## src/rtl/flagfifo_pkg.sv

```systemverilog
package flagfifo_pkg;
  // Strobes from the control block to the storage block
  typedef struct packed {
    logic write;  // store dataIn at the write address
    logic load;   // move the word at the read address into the output register
  } fifoStrobe_t;
endpackage

```

## src/rtl/flagfifo_data.sv

```systemverilog
module flagfifo_data
  import flagfifo_pkg::*;
#(
  parameter int DEPTH = 64,
  parameter int WIDTH = 18,
  localparam int AW = $clog2(DEPTH)
) (
  input  logic             clk,
  input  logic             mrsN,
  input  fifoStrobe_t      strobe,
  input  logic [AW-1:0]    wrAddr,
  input  logic [AW-1:0]    rdAddr,
  input  logic [WIDTH-1:0] dataIn,
  output logic [WIDTH-1:0] dataOut
);
  logic [WIDTH-1:0] mem [DEPTH];

  always_ff @(posedge clk) begin
    if (strobe.write) mem[wrAddr] <= dataIn;
  end

  always_ff @(posedge clk) begin
    if (!mrsN)            dataOut <= '0;
    else if (strobe.load) dataOut <= mem[rdAddr];
  end


  out_hold_chk: assert property (@(posedge clk) disable iff (!mrsN)
    (!strobe.load && mrsN) |=> $stable(dataOut));
endmodule

```

## src/rtl/flagfifo_ctrl.sv

```systemverilog
module flagfifo_ctrl
  import flagfifo_pkg::*;
#(
  parameter int DEPTH = 64,
  localparam int AW = $clog2(DEPTH),
  localparam int CW = $clog2(DEPTH + 2)
) (
  input  logic          clk,
  input  logic          mrsN,
  input  logic          fwftSel,
  input  logic          wrEn,
  input  logic          rdEn,
  input  logic [AW-1:0] emptyOfs,
  input  logic [AW-1:0] fullOfs,
  output fifoStrobe_t   strobe,
  output logic [AW-1:0] wrAddr,
  output logic [AW-1:0] rdAddr,
  output logic          emptyN,
  output logic          almEmptyN,
  output logic          halfN,
  output logic          almFullN,
  output logic          fullN
);
  logic          fwftMode;
  logic          outValid, outValidNext;
  logic [CW-1:0] count, countNext, capacity, memCount;
  logic          wrAcc, rdAcc, popMem;

  always_comb begin
    capacity     = CW'(DEPTH) + CW'(fwftMode);
    memCount     = count - CW'(outValid);
    wrAcc        = wrEn && (count != capacity);
    rdAcc        = rdEn && (fwftMode ? outValid : (count != '0));
    popMem       = fwftMode ? ((memCount != '0) && (!outValid || rdAcc)) : rdAcc;
    countNext    = count + CW'(wrAcc) - CW'(rdAcc);
    outValidNext = fwftMode && (popMem || (outValid && !rdAcc));
    strobe.write = wrAcc;
    strobe.load  = popMem;
  end

  always_ff @(posedge clk) begin
    if (!mrsN) begin
      fwftMode  <= fwftSel;
      count     <= '0;
      outValid  <= 1'b0;
      wrAddr    <= '0;
      rdAddr    <= '0;
      emptyN    <= 1'b0;
      almEmptyN <= 1'b0;
      halfN     <= 1'b1;
      almFullN  <= 1'b1;
      fullN     <= 1'b1;
    end else begin
      count     <= countNext;
      outValid  <= outValidNext;
      wrAddr    <= wrAddr + AW'(wrAcc);
      rdAddr    <= rdAddr + AW'(popMem);
      emptyN    <= fwftMode ? outValidNext : (countNext != '0);
      almEmptyN <= !(countNext <= CW'(emptyOfs) + CW'(fwftMode));
      halfN     <= !(countNext >= CW'(DEPTH / 2 + 1) + CW'(fwftMode));
      almFullN  <= !(countNext >= capacity - CW'(fullOfs));
      fullN     <= !(countNext == capacity);
    end
  end


  no_overflow_chk: assert property (@(posedge clk) disable iff (!mrsN)
    count <= capacity);

  full_write_chk: assert property (@(posedge clk) disable iff (!mrsN)
    (!fullN && wrEn && !rdEn) |=> $stable(count));

  empty_read_chk: assert property (@(posedge clk) disable iff (!mrsN)
    (!fwftMode && !emptyN && rdEn && !wrEn) |=> $stable(count));

  both_ops_chk: assert property (@(posedge clk) disable iff (!mrsN)
    (wrEn && rdEn && fullN && emptyN) |=> $stable(count));

  valid_count_chk: assert property (@(posedge clk) disable iff (!mrsN)
    outValid |-> (count != '0));

  mode_hold_chk: assert property (@(posedge clk) disable iff (!mrsN)
    mrsN |=> $stable(fwftMode));
endmodule

```

## src/rtl/flagfifo_top.sv

```systemverilog
module flagfifo_top
  import flagfifo_pkg::*;
#(
  parameter int DEPTH = 64,
  parameter int WIDTH = 18,
  localparam int AW = $clog2(DEPTH)
) (
  input  logic             clk,
  input  logic             mrsN,
  input  logic             fwftSel,
  input  logic             wrEn,
  input  logic [WIDTH-1:0] dataIn,
  input  logic             rdEn,
  input  logic [AW-1:0]    emptyOfs,
  input  logic [AW-1:0]    fullOfs,
  output logic [WIDTH-1:0] dataOut,
  output logic             emptyN,
  output logic             almEmptyN,
  output logic             halfN,
  output logic             almFullN,
  output logic             fullN
);
  fifoStrobe_t   strobe;
  logic [AW-1:0] wrAddr, rdAddr;

  flagfifo_ctrl #(.DEPTH(DEPTH)) ctrl_i (
    .clk(clk), .mrsN(mrsN), .fwftSel(fwftSel), .wrEn(wrEn), .rdEn(rdEn),
    .emptyOfs(emptyOfs), .fullOfs(fullOfs), .strobe(strobe),
    .wrAddr(wrAddr), .rdAddr(rdAddr), .emptyN(emptyN), .almEmptyN(almEmptyN),
    .halfN(halfN), .almFullN(almFullN), .fullN(fullN)
  );

  flagfifo_data #(.DEPTH(DEPTH), .WIDTH(WIDTH)) data_i (
    .clk(clk), .mrsN(mrsN), .strobe(strobe), .wrAddr(wrAddr), .rdAddr(rdAddr),
    .dataIn(dataIn), .dataOut(dataOut)
  );
endmodule

```

## config.mk

```make
export PLATFORM = sky130hd
export DESIGN_NAME = flagfifo_top
export DESIGN_NICKNAME = d
export VERILOG_FILES = /design/src/rtl/flagfifo_pkg.sv /design/src/rtl/flagfifo_data.sv /design/src/rtl/flagfifo_ctrl.sv /design/src/rtl/flagfifo_top.sv
export SDC_FILE = /design/constraint.sdc
export NUM_CORES = 1
export LEC_CHECK = 0
export BUFFER_PORTS_ARGS = -buffer_cell sky130_fd_sc_hd__buf_2
export CAP_MARGIN = 30
export CORE_ASPECT_RATIO = 1.25
export CORE_MARGIN = 4
export CORE_UTILIZATION = 42
export DETAILED_ROUTE_END_ITERATION = 16
export MAX_ROUTING_LAYER = met4
export SYNTH_ARGS = -nofsm -noshare
export SYNTH_HDL_FRONTEND = slang
export SYNTH_SLANG_ARGS = --single-unit
```

## constraint.sdc

```tcl
create_clock -name clk -period 3.71 [get_ports clk]
set_clock_uncertainty 0.05 [all_clocks]
set_input_delay 0.742 -clock clk [delete_from_list [all_inputs] [get_ports clk]]
set_output_delay 0.742 -clock clk [all_outputs]
set_load 0.01 [all_outputs]
```

==> Yosys cells after proc, flatten, opt, wreduce, memory -nomap -nowiden <==
Memories as Yosys holds them, arrays and structs flattened. A register that Yosys moved wholly into a read port is not among the register bits.
Cells that the tools add are included.
W data, S select, Z words.
{ "totals": {"wordCells": 47, "mem_bits_rw": 1152, "regBits": 26, "memories": 1, "output_inout_bits": 23} }
{ "mem_list": {"columns": ["name", "depth", "width", "rd", "rd_ports_with_merged_regs", "wr", "line_no", "source"], "rows": [
  ["data_i.mem", 64, 18, 1, 1, 1, "flagfifo_data.sv:16", "logic [WIDTH-1:0] mem [DEPTH];"]
]} }
{ "op_classes": {"order_cmp": 3, "eq_ne": 2, "n_reduce_logical": 17, "addsub": 9, "n_mux": 5} }
{ "ops": {"columns": ["op", "count"], "rows": [
  ["$reduce_bool A7 Y1", 3],
  ["$ge A7 B7 Y1", 2],
  ["$sub A7 B1 Y7", 2],
  ["$add A6 B1 Y6", 2],
  ["$add A6 B1 Y7", 1],
  ["$add A6 B1 Y7 const A", 1],
  ["$add A7 B1 Y7", 1],
  ["$add A7 B1 Y7 const A", 1],
  ["$eq A7 B7 Y1", 1],
  ["$le A7 B7 Y1", 1],
  ["$logic_not A1 Y1", 7],
  ["$ne A7 B7 Y1", 1],
  ["$sub A7 B6 Y7", 1],
  ["$logic_and A1 B1 Y1", 5],
  ["$mux W1", 5],
  ["$logic_or A1 B1 Y1", 2]
]} }

==> Longest topological paths before layout <==
{ "depth": {"ltp_word": 9, "ltp_mapped": 18} }

==> Modules after synthesis <==
A second synthesis with hierarchy kept.
{ "unflattened": {"cells_unflattened": 2498, "area_unflattened_um2": 46961.3} }
{ "modules_own_cells": {"columns": ["mod", "seq_area_each_um2", "area_each_um2", "cells_per_inst", "n_inst"], "rows": [
  ["flagfifo_data", 34953.5, 45031.9, 2277, 1],
  ["flagfifo_ctrl", 530.5, 1929.4, 221, 1]
]} }

==> Least setup slack after synthesis <==
No wires, ideal clock.
{ "synth_path": {"path_kind": "register to register", "startpoint": "register ctrl_i.count[4]", "endpoint": "register ctrl_i.emptyN", "path_slack_ps": 44, "synth_period_minus_slack_ps": 3666, "path_stages_with_launch": 17, "n_path_buf": 0, "arrival_time_ps": 3501, "required_ps": 3544, "cell_sequence": "dfxtp_1 > inv_1 > ha_1 > nand3b_1 > o41ai_1 > a21oi_1 > ha_1 > inv_1 > ha_1 > inv_1 > fa_1 > o21bai_1 > a21oi_1 > xor2_1 > or3_1 > or4_1 > a31o_1"} }
{ "synth_via": {"elab_cells_between_ends": 18, "cone_classes": "add/sub: 3; eq/ne: 1; mux: 3; reduce/logical: 11"} }
{ "synth_lines": {"columns": ["element", "line_no", "source"], "rows": [
  ["start, declared", "flagfifo_ctrl.sv:26", "logic [CW-1:0] count, countNext, capacity, memCount;"],
  ["start signal, assigned", "flagfifo_ctrl.sv:54", "count <= countNext;"],
  ["$ne A7 B7 Y1 / $reduce_bool A7 Y1 (equally long branches)", "flagfifo_ctrl.sv:32, flagfifo_ctrl.sv:33", null],
  ["$logic_and A1 B1 Y1 / $mux W1 (equally long branches)", "flagfifo_ctrl.sv:32, flagfifo_ctrl.sv:33", null],
  ["$add A7 B1 Y7 / $logic_and A1 B1 Y1 (equally long branches)", "flagfifo_ctrl.sv:35, flagfifo_ctrl.sv:33", null],
  ["$sub A7 B1 Y7 *", "flagfifo_ctrl.sv:35", "countNext = count + CW'(wrAcc) - CW'(rdAcc);"],
  ["named net ctrl_i.countNext[4]", "flagfifo_ctrl.sv:26", null],
  ["$reduce_bool A7 Y1 *", "flagfifo_ctrl.sv:58", "emptyN <= fwftMode ? outValidNext : (countNext != '0);"],
  ["$mux W1 *", "flagfifo_ctrl.sv:58", null],
  ["end signal, assigned", "flagfifo_ctrl.sv:58", null],
  ["end, declared", "flagfifo_ctrl.sv:18", "output logic emptyN,"]
]} }
Mark *: on every way through the listed nets, which the timed path passes. The rest lies on a longest branch.
A chain may end at the register's enable or synchronous reset.

==> Final worst setup path <==
{ "layout_path": {"startpoint": "register ctrl_i.count[3]", "endpoint": "register ctrl_i.emptyN"} }
The elaborated chain is that of the path after synthesis.

==> metrics.csv <==
metric,value,unit
hold_violations,0,
ctsHoldBuffers,0,
critPathRequiredTime,4260,ps
critPathKind,reg2reg,
period_minus_slack,3740,ps
pin_count,58,
ys_seq_area_share,75.8,%
drt_wl_total,115,mm
cts.sinks,1196,
synth_seq_cells,1196,
setup_viol,1,
most-common-layout-cells,"1153 x edfxtp_1, 221 x mux4_2, 172 x mux2i_1, 156 x buf_4, 111 x clkbuf_16",
via_per_inst,5.68,
htreeDepth,3,
crit_slowest_cell,or4_1,
avgSynthCellArea,19.8,um2
drtIter0Drc,2428,
max_stage_delay,520,ps
clockRootBuffer,clkbuf_16,
synthesis.area,46800,um2
fp.dieArea,117000,um2
fin_cells,4131,
gp_congestion,0.885,
clk_pin_slew_worst_paths,70,ps
grt_max_degree,65,
grt_usage,20.2,%
timing.rr.start,ctrl_i.count[3],
tritoncts,yes,
dp_slack,-120,ps
cp_cell_sequence,"inv_2, ha_4, nand3b_1, o41ai_4, a21oi_1, ha_1, inv_1, ha_2, inv_2, fa_2, o21bai_1, a21oi_1, xor2_1, or3_1, or4_1, a31o_1",
grt_pass1_wl,167,mm
violations,setup timing,
crit_path_end,ctrl_i.emptyN,
synthCells,2365,
drv_cap,0,
worstSkewPairLatency,700,ps
dp.cells,3915,
hp-class,in2reg,
avgRoutedWirePerCell,27.9,um
max_freq,0.267,GHz
cts_made_buffers,109,
cp.arrival,4290,ps
r2r_cells,16,
core_region_area,110000,um2
r2r_slack,-30,ps
tightest_slew,940,ps
async_reset_ff_share,0,%
grt-ovfl-total,0,
cts_buffer_depth,3,
grt_pass1_vias,23800,
rsz0062_at_grt,true,
drive_above_1_share,26.7,%
ys.flop_type,edfxtp_1,
end_kind,flip-flop,
hold_ws,177,ps
layout_commonest_cell,edfxtp_1,
yosysUniqueCellTypes,59,
critPathLaunchType,flip-flop,
maxSlewHeadroom,36.3,%
status,"complete, but fails checks",
dieWidth,307,um
antenna_found_initial,4,
syn2layout_area_growth,14.9,%
synth_warnings,0,
fin_crit_sh,101,%
synth_edf_count,1153,
num_vias,23500,
layout.nets,2655,
drc,0,
vdd_drop_max,0.343,mV
drv_slew,0,
hpwl,72.4,mm
die_h,381,um
synth_nets,2434,
critPathMaxFanout,2,
initial_core_util,42.4,%
crit_start,ctrl_i.count[3],
power.leakage,17.2,nW
io_buffers,57,
setup_slack,-29.6,ps
cp_top_family,simple AND/OR/NAND/NOR gates,
num_rows,136,
critical_path_buf_inv_count,3,
ant_nets,0,
power_density,630,nW/um2
r2r-end,ctrl_i.emptyN,
dr.pass1.iters,5,
crit_cells,16,
layout make-up:
| cell class | instances | area [um2] |
|---|---|---|
| Fill cell | 8955 | 56500 |
| Sequential cell | 1196 | 35500 |
| Multi-Input combinational cell | 1014 | 10800 |
| Clock buffer | 134 | 2890 |
| Timing Repair Buffer | 240 | 2000 |
| Inverter | 25 | 93.8 |
| Clock inverter | 72 | 656 |
| Tap cell | 1449 | 1810 |
| Antenna cell | 1 | 2.50 |
how the worst min path moves through the flow:
stage / from / to / slack (ps) / depth (start not counted)
after floorplan: data_i.dataOut[17] / data_i.dataOut[17] / 440 / 2
after global placement: data_i.dataOut[5] / data_i.dataOut[5] / 420 / 2
after detailed placement: data_i.dataOut[5] / data_i.dataOut[5] / 420 / 2
after CTS: fwftSel / ctrl_i.fwftMode / 130 / 1
after global routing: fwftSel / ctrl_i.fwftMode / 160 / 1
final: fwftSel / ctrl_i.fwftMode / 180 / 1
worst reg2reg max path: cells and delay by family, from the launching register on:
kind	cells	cell delay (ps)
buf+inv	3	180
flops	1	320
simple gates	3	1070
fa+ha+maj	4	990
xor+xnor	1	150
compound gates	5	880
stage by stage:
| stage | util, % | instance area, um2 | total power [mW] | TNS [ps] |
|---|---|---|---|---|
| finish | 48.8 | 53800 | 33.9 | -29.6 |
| global route | 48.8 | 53800 | 35.2 | -179 |
| CTS | 48.6 | 53600 | 34.1 | 0 |
| detailed placement | 45.4 | 50000 | 22.9 | -228 |
| global placement | 45.3 | 50000 | 22.9 | -132 |
| floorplan | - | 46800 | 20.2 | 0 |
per-layer routing:
metal | wire (um) | up-vias | track usage (%)
met2 | 59800 | 698 | 34.1
li1 | - | 10200 | -
met1 | 46900 | 12500 | 25.9
met3 | 6080 | 135 | 3.05
met5 | 0 | - | -
met4 | 2350 | 0 | 5.06
cells in the mapped netlist, types with 25 or more instances:
master    count  area share, %
edfxtp_1   1153             74
mux4_2      221             11
mux2i_1     172            3.7
nor2_1      103           0.83
a22oi_1      69            1.1
nand2_1      66           0.53
o22ai_1      66           0.88
clkbuf_1     47           0.38
nand3_1      47           0.50
buf_2        46           0.49
dfxtp_1      43            1.8
o21ai_0      39           0.42
or3_1        37           0.49
ha_1         33           0.88
a21oi_1      30           0.32
inv_1        25           0.20
cells by family (layout without fill, tap and decap cells):
logic type	after synthesis	in the layout	share of synthesized area, %
and+or+nand+nor	313	313	3.21
other	0	1	0
DFF	1196	1196	75.8
adders and majority gates	34	34	0.925
muxes	395	395	14.4
AOI/OAI and AO/OA	249	249	3.71
buffers and inverters	155	471	1.55
xor gates and xnor gates	23	23	0.430
report_power, final:
| group | internal (mW) | leakage, nW | switching (mW) |
|---|---|---|---|
| clock | 6.31 | 1.75 | 4.84 |
| combinational | 3.49 | 4.67 | 3.93 |
| sequential | 15.0 | 10.7 | 0.296 |
| total | 24.8 | 17.2 | 9.06 |
registers in the layout, indices dropped and copies added (netlist names):
signal            cells
ctrl_i.fwftMode       1
ctrl_i.outValid       1
ctrl_i.rdAddr         6
ctrl_i.emptyN         1
data_i.dataOut       18
ctrl_i.wrAddr         6
data_i.mem         1152
ctrl_i.count          7
ctrl_i.fullN          1
ctrl_i.almFullN       1
ctrl_i.halfN          1
ctrl_i.almEmptyN      1
repair_timing:
item                       CTS  global route
resized for setup            1            20
buffers inserted             0             3
pin swaps                    0            13
setup endpoints to repair    2             4
Power figures use the tool's default switching activity.
